$ cat config.mk
export PLATFORM = sky130hd
export DESIGN_NAME = offset_serial_loader
export DESIGN_NICKNAME = d
export VERILOG_FILES = /design/src/rtl/offload_pkg.sv /design/src/rtl/offload_pos_counter.sv /design/src/rtl/offload_bit_reg.sv /design/src/rtl/offset_serial_loader.sv
export SDC_FILE = /design/constraint.sdc
export NUM_CORES = 1
export LEC_CHECK = 0
export BUFFER_PORTS_ARGS = -buffer_cell sky130_fd_sc_hd__buf_2
export CORE_MARGIN = 2
export CORE_UTILIZATION = 43
export DETAILED_ROUTE_END_ITERATION = 12
export PLACE_DENSITY = 0.66
export SYNTH_ARGS = -nofsm -noshare
export SYNTH_HDL_FRONTEND = slang
export SYNTH_SLANG_ARGS = --single-unit
export TNS_END_PERCENT = 5
$ cat constraint.sdc
create_clock -name clk -period 1.8 [get_ports clk]
set_input_delay 0.18 -clock clk [delete_from_list [all_inputs] [get_ports clk]]
set_output_delay 0.18 -clock clk [all_outputs]
set_load 0.02 [all_outputs]
$ cat src/rtl/offload_pkg.sv
package offload_pkg;

   typedef enum logic {
      TGT_EMPTY = 1'b0,
      TGT_FULL  = 1'b1
   } offload_tgt_e;

   function automatic bit is_pow2(input int unsigned v);
      return (v != 0) && ((v & (v - 1)) == 0);
   endfunction

   function automatic int unsigned clog2_min1(input int unsigned v);
      int unsigned r;
      r = 0;
      while ((1 << r) < v) r++;
      return (r == 0) ? 1 : r;
   endfunction

endpackage

$ cat src/rtl/offload_pos_counter.sv
module offload_pos_counter #(
   parameter int unsigned W  = 16,
   parameter int unsigned CW = 5,
   parameter int unsigned IW = 4
) (
   input  logic          clk,
   input  logic          rst_n,
   input  logic          step,
   output offload_pkg::offload_tgt_e tgt,
   output logic [IW-1:0] bit_idx,
   output logic          at_last
);
   localparam logic [CW-1:0] LAST_POS = CW'(2 * W - 1);

   logic [CW-1:0] pos;

   assign at_last = (pos == LAST_POS);

   generate
      if (offload_pkg::is_pow2(W)) begin : g_pow2
         // 2W fills the counter exactly: natural wrap, top bit picks the target
         always_ff @(posedge clk or negedge rst_n) begin
            if (!rst_n)    pos <= '0;
            else if (step) pos <= pos + 1'b1;
         end
         assign tgt     = offload_pkg::offload_tgt_e'(pos[CW-1]);
         assign bit_idx = pos[IW-1:0];
      end else begin : g_gen
         logic          in_full;
         logic [CW-1:0] rel;
         always_ff @(posedge clk or negedge rst_n) begin
            if (!rst_n)    pos <= '0;
            else if (step) pos <= at_last ? '0 : pos + 1'b1;
         end
         assign in_full = (pos >= CW'(W));
         assign rel     = in_full ? pos - CW'(W) : pos;
         assign tgt     = in_full ? offload_pkg::TGT_FULL : offload_pkg::TGT_EMPTY;
         assign bit_idx = rel[IW-1:0];
      end
   endgenerate
endmodule

$ cat src/rtl/offload_bit_reg.sv
module offload_bit_reg #(
   parameter int unsigned   W    = 16,
   parameter int unsigned   IW   = 4,
   parameter logic [W-1:0]  INIT = '0
) (
   input  logic          clk,
   input  logic          rst_n,
   input  logic          wr,
   input  logic [IW-1:0] idx,
   input  logic          din,
   output logic [W-1:0]  q
);
   generate
      for (genvar i = 0; i < W; i++) begin : g_bit
         always_ff @(posedge clk or negedge rst_n) begin
            if (!rst_n)                        q[i] <= INIT[i];
            else if (wr && (idx == IW'(i)))    q[i] <= din;
         end
      end
   endgenerate
endmodule

$ cat src/rtl/offset_serial_loader.sv
module offset_serial_loader #(
   parameter int unsigned         MSB_IDX    = 15,
   parameter logic [MSB_IDX:0]    EMPTY_INIT = 'h003F,
   parameter logic [MSB_IDX:0]    FULL_INIT  = 'h00C0
) (
   input  logic             clk,
   input  logic             rst_n,
   input  logic             shift_en,
   input  logic             load_sel,
   input  logic             ser_bit,
   output logic [MSB_IDX:0] empty_offset,
   output logic [MSB_IDX:0] full_offset,
   output logic             load_done
);
   localparam int unsigned W  = MSB_IDX + 1;
   localparam int unsigned CW = offload_pkg::clog2_min1(2 * W);
   localparam int unsigned IW = offload_pkg::is_pow2(W) ? CW - 1
                                                        : offload_pkg::clog2_min1(W);
   localparam logic [1:0][W-1:0] INITS = {FULL_INIT, EMPTY_INIT};

   generate
      if (MSB_IDX < 1) begin : g_bad_width
         $error("offset_serial_loader: MSB_IDX must be at least 1");
      end
   endgenerate

   logic                      cap;
   logic                      at_last;
   logic [IW-1:0]             bit_idx;
   offload_pkg::offload_tgt_e tgt;
   logic [1:0][W-1:0]         regs;

   assign cap = shift_en & load_sel;

   offload_pos_counter #(.W(W), .CW(CW), .IW(IW)) u_pos (
      .clk     (clk),
      .rst_n   (rst_n),
      .step    (cap),
      .tgt     (tgt),
      .bit_idx (bit_idx),
      .at_last (at_last)
   );

   generate
      for (genvar r = 0; r < 2; r++) begin : g_reg
         offload_bit_reg #(.W(W), .IW(IW), .INIT(INITS[r])) u_reg (
            .clk   (clk),
            .rst_n (rst_n),
            .wr    (cap && (tgt == offload_pkg::offload_tgt_e'(r))),
            .idx   (bit_idx),
            .din   (ser_bit),
            .q     (regs[r])
         );
      end
   endgenerate

   always_ff @(posedge clk or negedge rst_n) begin
      if (!rst_n) load_done <= 1'b0;
      else        load_done <= cap && at_last;
   end

   assign empty_offset = regs[0];
   assign full_offset  = regs[1];
endmodule

Word-level counts from Yosys, hierarchy flattened --
Index checks and enable logic that the tools add are counted.
Cells by class: reductions and logical operators 36, add/sub/neg operators 1, $mul 0, multiplexer cells 0, $lt $le $gt $ge 0, bitwise operators 2, divide/modulo/power cells 0, shifts and indexed selects 0, equality and inequality tests 16
Operators by type and width (number):
- $logic_and A1 B1 Y1 | 35
- $eq A4 B4 Y1 const B | 8
- $eq A4 B3 Y1 const B | 4
- $eq A4 B2 Y1 const B | 2
- $add A5 B1 Y5 const B | 1
- $eq A5 B5 Y1 const B | 1
- $eq A4 B1 Y1 const B | 1
- $logic_not A4 Y1 | 1
- $and A1 B1 Y1 | 1
- $not A1 Y1 | 1
Word-level totals: memory bits (read-only) 0, bits in latches 0, memory bits (writable) 0, register bits 38, output and inout port bits 33, logic and storage cells 89, memories 0

Longest topological paths before layout --
depth after elaboration 3, gate-level depth with buffers 5, gate-level depth less buffers 5

Cells and area by module --
Synthesis repeated with hierarchy kept, for this count alone.
Unflattened totals: cell total of the unflattened synthesis 138, area, all modules 1730.4 µm²
Modules (own cells, without submodules):
- offload_bit_reg (g_reg[0].u_reg) | area an instance 733.2 µm², instances 1, seq. area each 407.9 µm², cells each 59
- offload_bit_reg (g_reg[1].u_reg) | area an instance 728.2 µm², instances 1, seq. area each 402.9 µm², cells each 59
- offload_pos_counter | area an instance 215.2 µm², instances 1, seq. area each 125.1 µm², cells each 15
- offset_serial_loader | area an instance 53.8 µm², instances 1, seq. area each 25.0 µm², cells each 5

Least setup slack after synthesis --
OpenSTA, ideal clock, no wires.
path type register to register, start register u_pos.pos[0], end register u_pos.pos[4], cell stages (with the launch flop) 6, period minus slack after synthesis 1419 ps, path buffers 0, path slack 381 ps, data arrival time 1295 ps, setup time 125 ps, path through dfrtp_1 > ha_1 > nand3_1 > inv_1 > ha_1 > mux2_2
On the way: cells in the longest elaborated chain, start to end 1
Ends and longest elaborated chain:
- start: declaration | line offload_pos_counter.sv:15 | logic [CW-1:0] pos;
- start signal: assignment | line offload_pos_counter.sv:24 | else if (step) pos <= pos + 1'b1;
- $add A5 B1 Y5 | line offload_pos_counter.sv:24
Every way passes these cells. A chain may end at the register's enable or synchronous reset.

Worst setup path in the final report --
start register u_pos.pos[0], end register g_reg[1].u_reg.q[0]
On the way: cells in the longest elaborated chain, start to end 2
Ends and longest elaborated chain:
- $logic_not A4 Y1 | line offload_bit_reg.sv:17 | else if (wr && (idx == IW'(i))) q[i] <= din;
- $logic_and A1 B1 Y1 | line offload_bit_reg.sv:17
- end signal: indexed assignment | line offload_bit_reg.sv:16 | if (!rst_n) q[i] <= INIT[i];
- end signal: indexed assignment | line offload_bit_reg.sv:17
- end: declaration | line offload_bit_reg.sv:11 | output logic [W-1:0] q
Every way passes these cells.

==> out/qor.tcl <==
set qor(power_mw) 3.41
set qor(total_grt_usage) 0.168
set qor(htree_num_levels) 2
set qor(gp_routability_congestion) 0.918
set qor(pwr_density_cell_nw_per_um2) 1670
set qor(wire_length_of_the_first_global_routing_pass_um) 5610
set qor(dieHeight_um) 67.7
set qor(crit_path_end) {g_reg[1].u_reg.q[0]}
set qor(vias_per_cell) 5.11
set qor(first_global_vias) 1191
set qor(fill_cells) 343
set qor(path_cells) {inv_1 > ha_1 > nand4_1 > nor2_1 > mux2_2}
set qor(worst_hold_slack_ns) -0.0251
set qor(timing.max_slew.rel_slack) 0.465
set qor(worst_slew_pin_slew_ns) 0.802
set qor(setup_violations) 0
set qor(outcome) {complete, but fails checks}
set qor(cap_viol_max_count) 0
set qor(grt_max_degree) 39
set qor(post-route-util) 0.517
set qor(overall_via_count_from_detail_route) 1171
set qor(synthToLayoutAreaGrowth_pct) 17.0
set qor(clkTransAtPathRegs_ns) 0.07
set qor(count_of_buffers_from_port_buffering) 37
set qor(cts.hold.buffers_added) 0
set qor(core-area_um2) 3940
set qor(yosysWarnings) 0
set qor(failed_checks) {negative hold slack}
set qor(worst_slack_at_placement_ns) 0.241
set qor(cell_row_count) 23
set qor(tritoncts) {yes}
set qor(die-area_um2) 4580
set qor(maxClockFrequency_mhz) 633
set qor(avgSynthCellArea_um2) 12.2
set qor(timing_hold_violations_final) 30
set qor(final_min_period_over_clock_period) 0.878
set qor(r2r-start) {u_pos.pos[0]}
set qor(max_root_sink_buffers) 2
set qor(setup.worst_path.start) {u_pos.pos[0]}
set qor(critPathBufInv) 1
set qor(initial_utilization) 0.442
set qor(num-nets-final) 188
set qor(cts-buffers-inserted) 5
set qor(die_x_um) 67.7
set qor(postCtsSetupBuffers) 0
set qor(timing.critical_path.depth) 5
set qor(drc_errors) 0
set qor(hpwlAfterDp_um) 2350
set qor(syn_nets) 153
set qor(slack_of_the_critical_path_ns) 0.220
set qor(final_period_minus_worst_setup_slack_ns) 1.58
set qor(criticalPathCategory) {reg -> reg}
set qor(number_of_antenna_violations_at_the_first_check_in_global_routing) 0
set qor(critical_path.startpoint_type) {flip-flop}
set qor(post_synthesis_sequential_area_ratio) 0.551
set qor(ctsResizeCount) 0
set qor(worst-path-max-fanout) 5
set qor(final_layout_size_suffix_gt1_frac) 0.486
set qor(cell_family_contributing_the_most_delay_on_the_critical_path) {flip-flops}
set qor(synthesis.instances) 143
set qor(cts_num_sinks) 38
set qor(routed_wire_length_per_instance_um) 14.4
set qor(antenna_left) 0
set qor(p_leak_nw) 1.03
set qor(clockRootBuffer) {sky130_fd_sc_hd__clkbuf_8}
set qor(dp.cells) 221
set qor(netlist-cell-type-count) 20
set qor(worst_path_max_delay_cell) {sky130_fd_sc_hd__dfrtp_1}
set qor(insertedDiodeCount) 0
set qor(regToRegEndpoint) {g_reg[1].u_reg.q[0]}
set qor(critical_path_arrival_ns) 1.75
set qor(multi_input_combinational_cell_area_um2) 709
set qor(tns_ns) 0
set qor(timing.critical_path.required_ns) 1.97
set qor(route.final.wire_length_um) 3310
set qor(maxSlewViolCount) 0
set qor(worst_hold_path_type) {in -> async}
set qor(peakVddDrop_uv) 779
set qor(synth.ff_latch_count) 38
set qor(reg2regPathDepth) 5
set qor(gr_overflow_total) 0
set qor(dr.first_iter.drc_count) 57
set qor(count_of_non_filler_cells_in_the_finished_layout) 229
set qor(synthesis.area_um2) 1740
set qor(worst-r2r-setup-slack_ns) 0.22
set qor(dr.pass1.iters) 4
set qor(worstSetupEndpointType) {flip-flop}
set qor(design.portCount) 38
set qor(rsz0062_at_grt) {false}
set qor(timing.clock.skew_ns) 0.00626
set qor(regArea_um2) 961
set qor(critical_path.max_stage_delay_ns) 0.43
set qor(clk_latency_ns) 0.29
[stage by stage]
step / hold slack (ns) / instance area (µm²)
floorplan: -0.116 / 1740
global placement: 0.309 / 1930
detailed placement: 0.325 / 1930
CTS: 0.0173 / 2040
global route: 0.0480 / 2040
finish: -0.0251 / 2040
[synthesized netlist by cell type]
cell | n | share of area
sky130_fd_sc_hd__inv_1 | 3 | 0.0065
sky130_fd_sc_hd__nand4_1 | 4 | 0.014
sky130_fd_sc_hd__dfrtp_1 | 30 | 0.43
sky130_fd_sc_hd__clkbuf_1 | 3 | 0.0065
sky130_fd_sc_hd__nor2_1 | 32 | 0.069
sky130_fd_sc_hd__buf_2 | 1 | 0.0029
sky130_fd_sc_hd__dfstp_2 | 8 | 0.12
sky130_fd_sc_hd__nand2_1 | 2 | 0.0043
sky130_fd_sc_hd__nand2b_1 | 2 | 0.0072
sky130_fd_sc_hd__and3_1 | 1 | 0.0036
sky130_fd_sc_hd__nand4b_1 | 4 | 0.020
sky130_fd_sc_hd__nand3_1 | 4 | 0.011
sky130_fd_sc_hd__nor3_1 | 1 | 0.0029
sky130_fd_sc_hd__or2_1 | 1 | 0.0036
sky130_fd_sc_hd__mux2_2 | 34 | 0.22
sky130_fd_sc_hd__buf_6 | 2 | 0.013
sky130_fd_sc_hd__xnor2_1 | 2 | 0.010
sky130_fd_sc_hd__ha_1 | 5 | 0.036
sky130_fd_sc_hd__xor2_1 | 1 | 0.0050
sky130_fd_sc_hd__buf_4 | 3 | 0.013
[registers in the layout (all words and copies together), names as in the netlist]
register and cells:
g.u_reg.q 32, load_done 1, u_pos.pos 5
[cell usage in the layout (no fill, tap or decap), drive strengths merged]
master | netlist | routed
buf | 6 | 37
mux2 | 34 | 34
nor2 | 32 | 32
dfrtp | 30 | 30
clkbuf | 3 | 8
dfstp | 8 | 8
ha | 5 | 5
nand3 | 4 | 4
nand4b | 4 | 4
nand4 | 4 | 4
inv | 3 | 3
nand2b | 2 | 2
nand2 | 2 | 2
xnor2 | 2 | 2
and3 | 1 | 1
or2 | 1 | 1
xor2 | 1 | 1
nor3 | 1 | 1
[logic make-up after synthesis]
group                      count (synthesis)  share of synthesized area
DFF                                       38                      0.551
adders and majority gates                  5                     0.0359
buffers and inverters                     12                     0.0416
and+or+nand+nor                           51                      0.136
muxes                                     34                      0.220
xor gates and xnor gates                   3                     0.0151
[worst min-delay path by stage]
stage          start              endpoint  slack, ns
2_1_floorplan  rst_n  g_reg[0].u_reg.q[10]      -0.12
3_3_place_gp   rst_n  g_reg[0].u_reg.q[12]       0.31
3_5_place_dp   rst_n   g_reg[0].u_reg.q[7]       0.32
4_1_cts        rst_n   g_reg[0].u_reg.q[7]       0.02
5_1_grt        rst_n             load_done       0.05
6_report       rst_n   g_reg[0].u_reg.q[7]      -0.03
[power breakdown]
| group | internal, mW | total [mW] | leakage [nW] | switching, mW |
|---|---|---|---|---|
| Clock | 0.387 | 0.671 | 0.0575 | 0.284 |
| Combinational | 0.515 | 1.28 | 0.487 | 0.769 |
| Sequential | 1.23 | 1.46 | 0.482 | 0.228 |
[worst reg2reg max path, delay by kind of cell (launching register included)]
kind | cells | cell delay [ns]
muxes | 1 | 0.34
buffers and inverters | 1 | 0.12
DFF | 1 | 0.43
adders and majority gates | 1 | 0.18
and+or+nand+nor | 2 | 0.38
[layer usage]
metal  wire (µm)  GRT usage
met4          13     0.0536
met5           0          0
met2        1560      0.265
met3         213     0.0500
met1        1520      0.221
[layout make-up]
cell class / count / area share
Tap cell: 50 / 0.0307
Sequential cell: 38 / 0.471
Multi-Input combinational cell: 93 / 0.348
Inverter: 3 / 0.00552
Timing Repair Buffer: 37 / 0.0908
Clock buffer: 8 / 0.0540
Power figures use the tool's default switching activity.
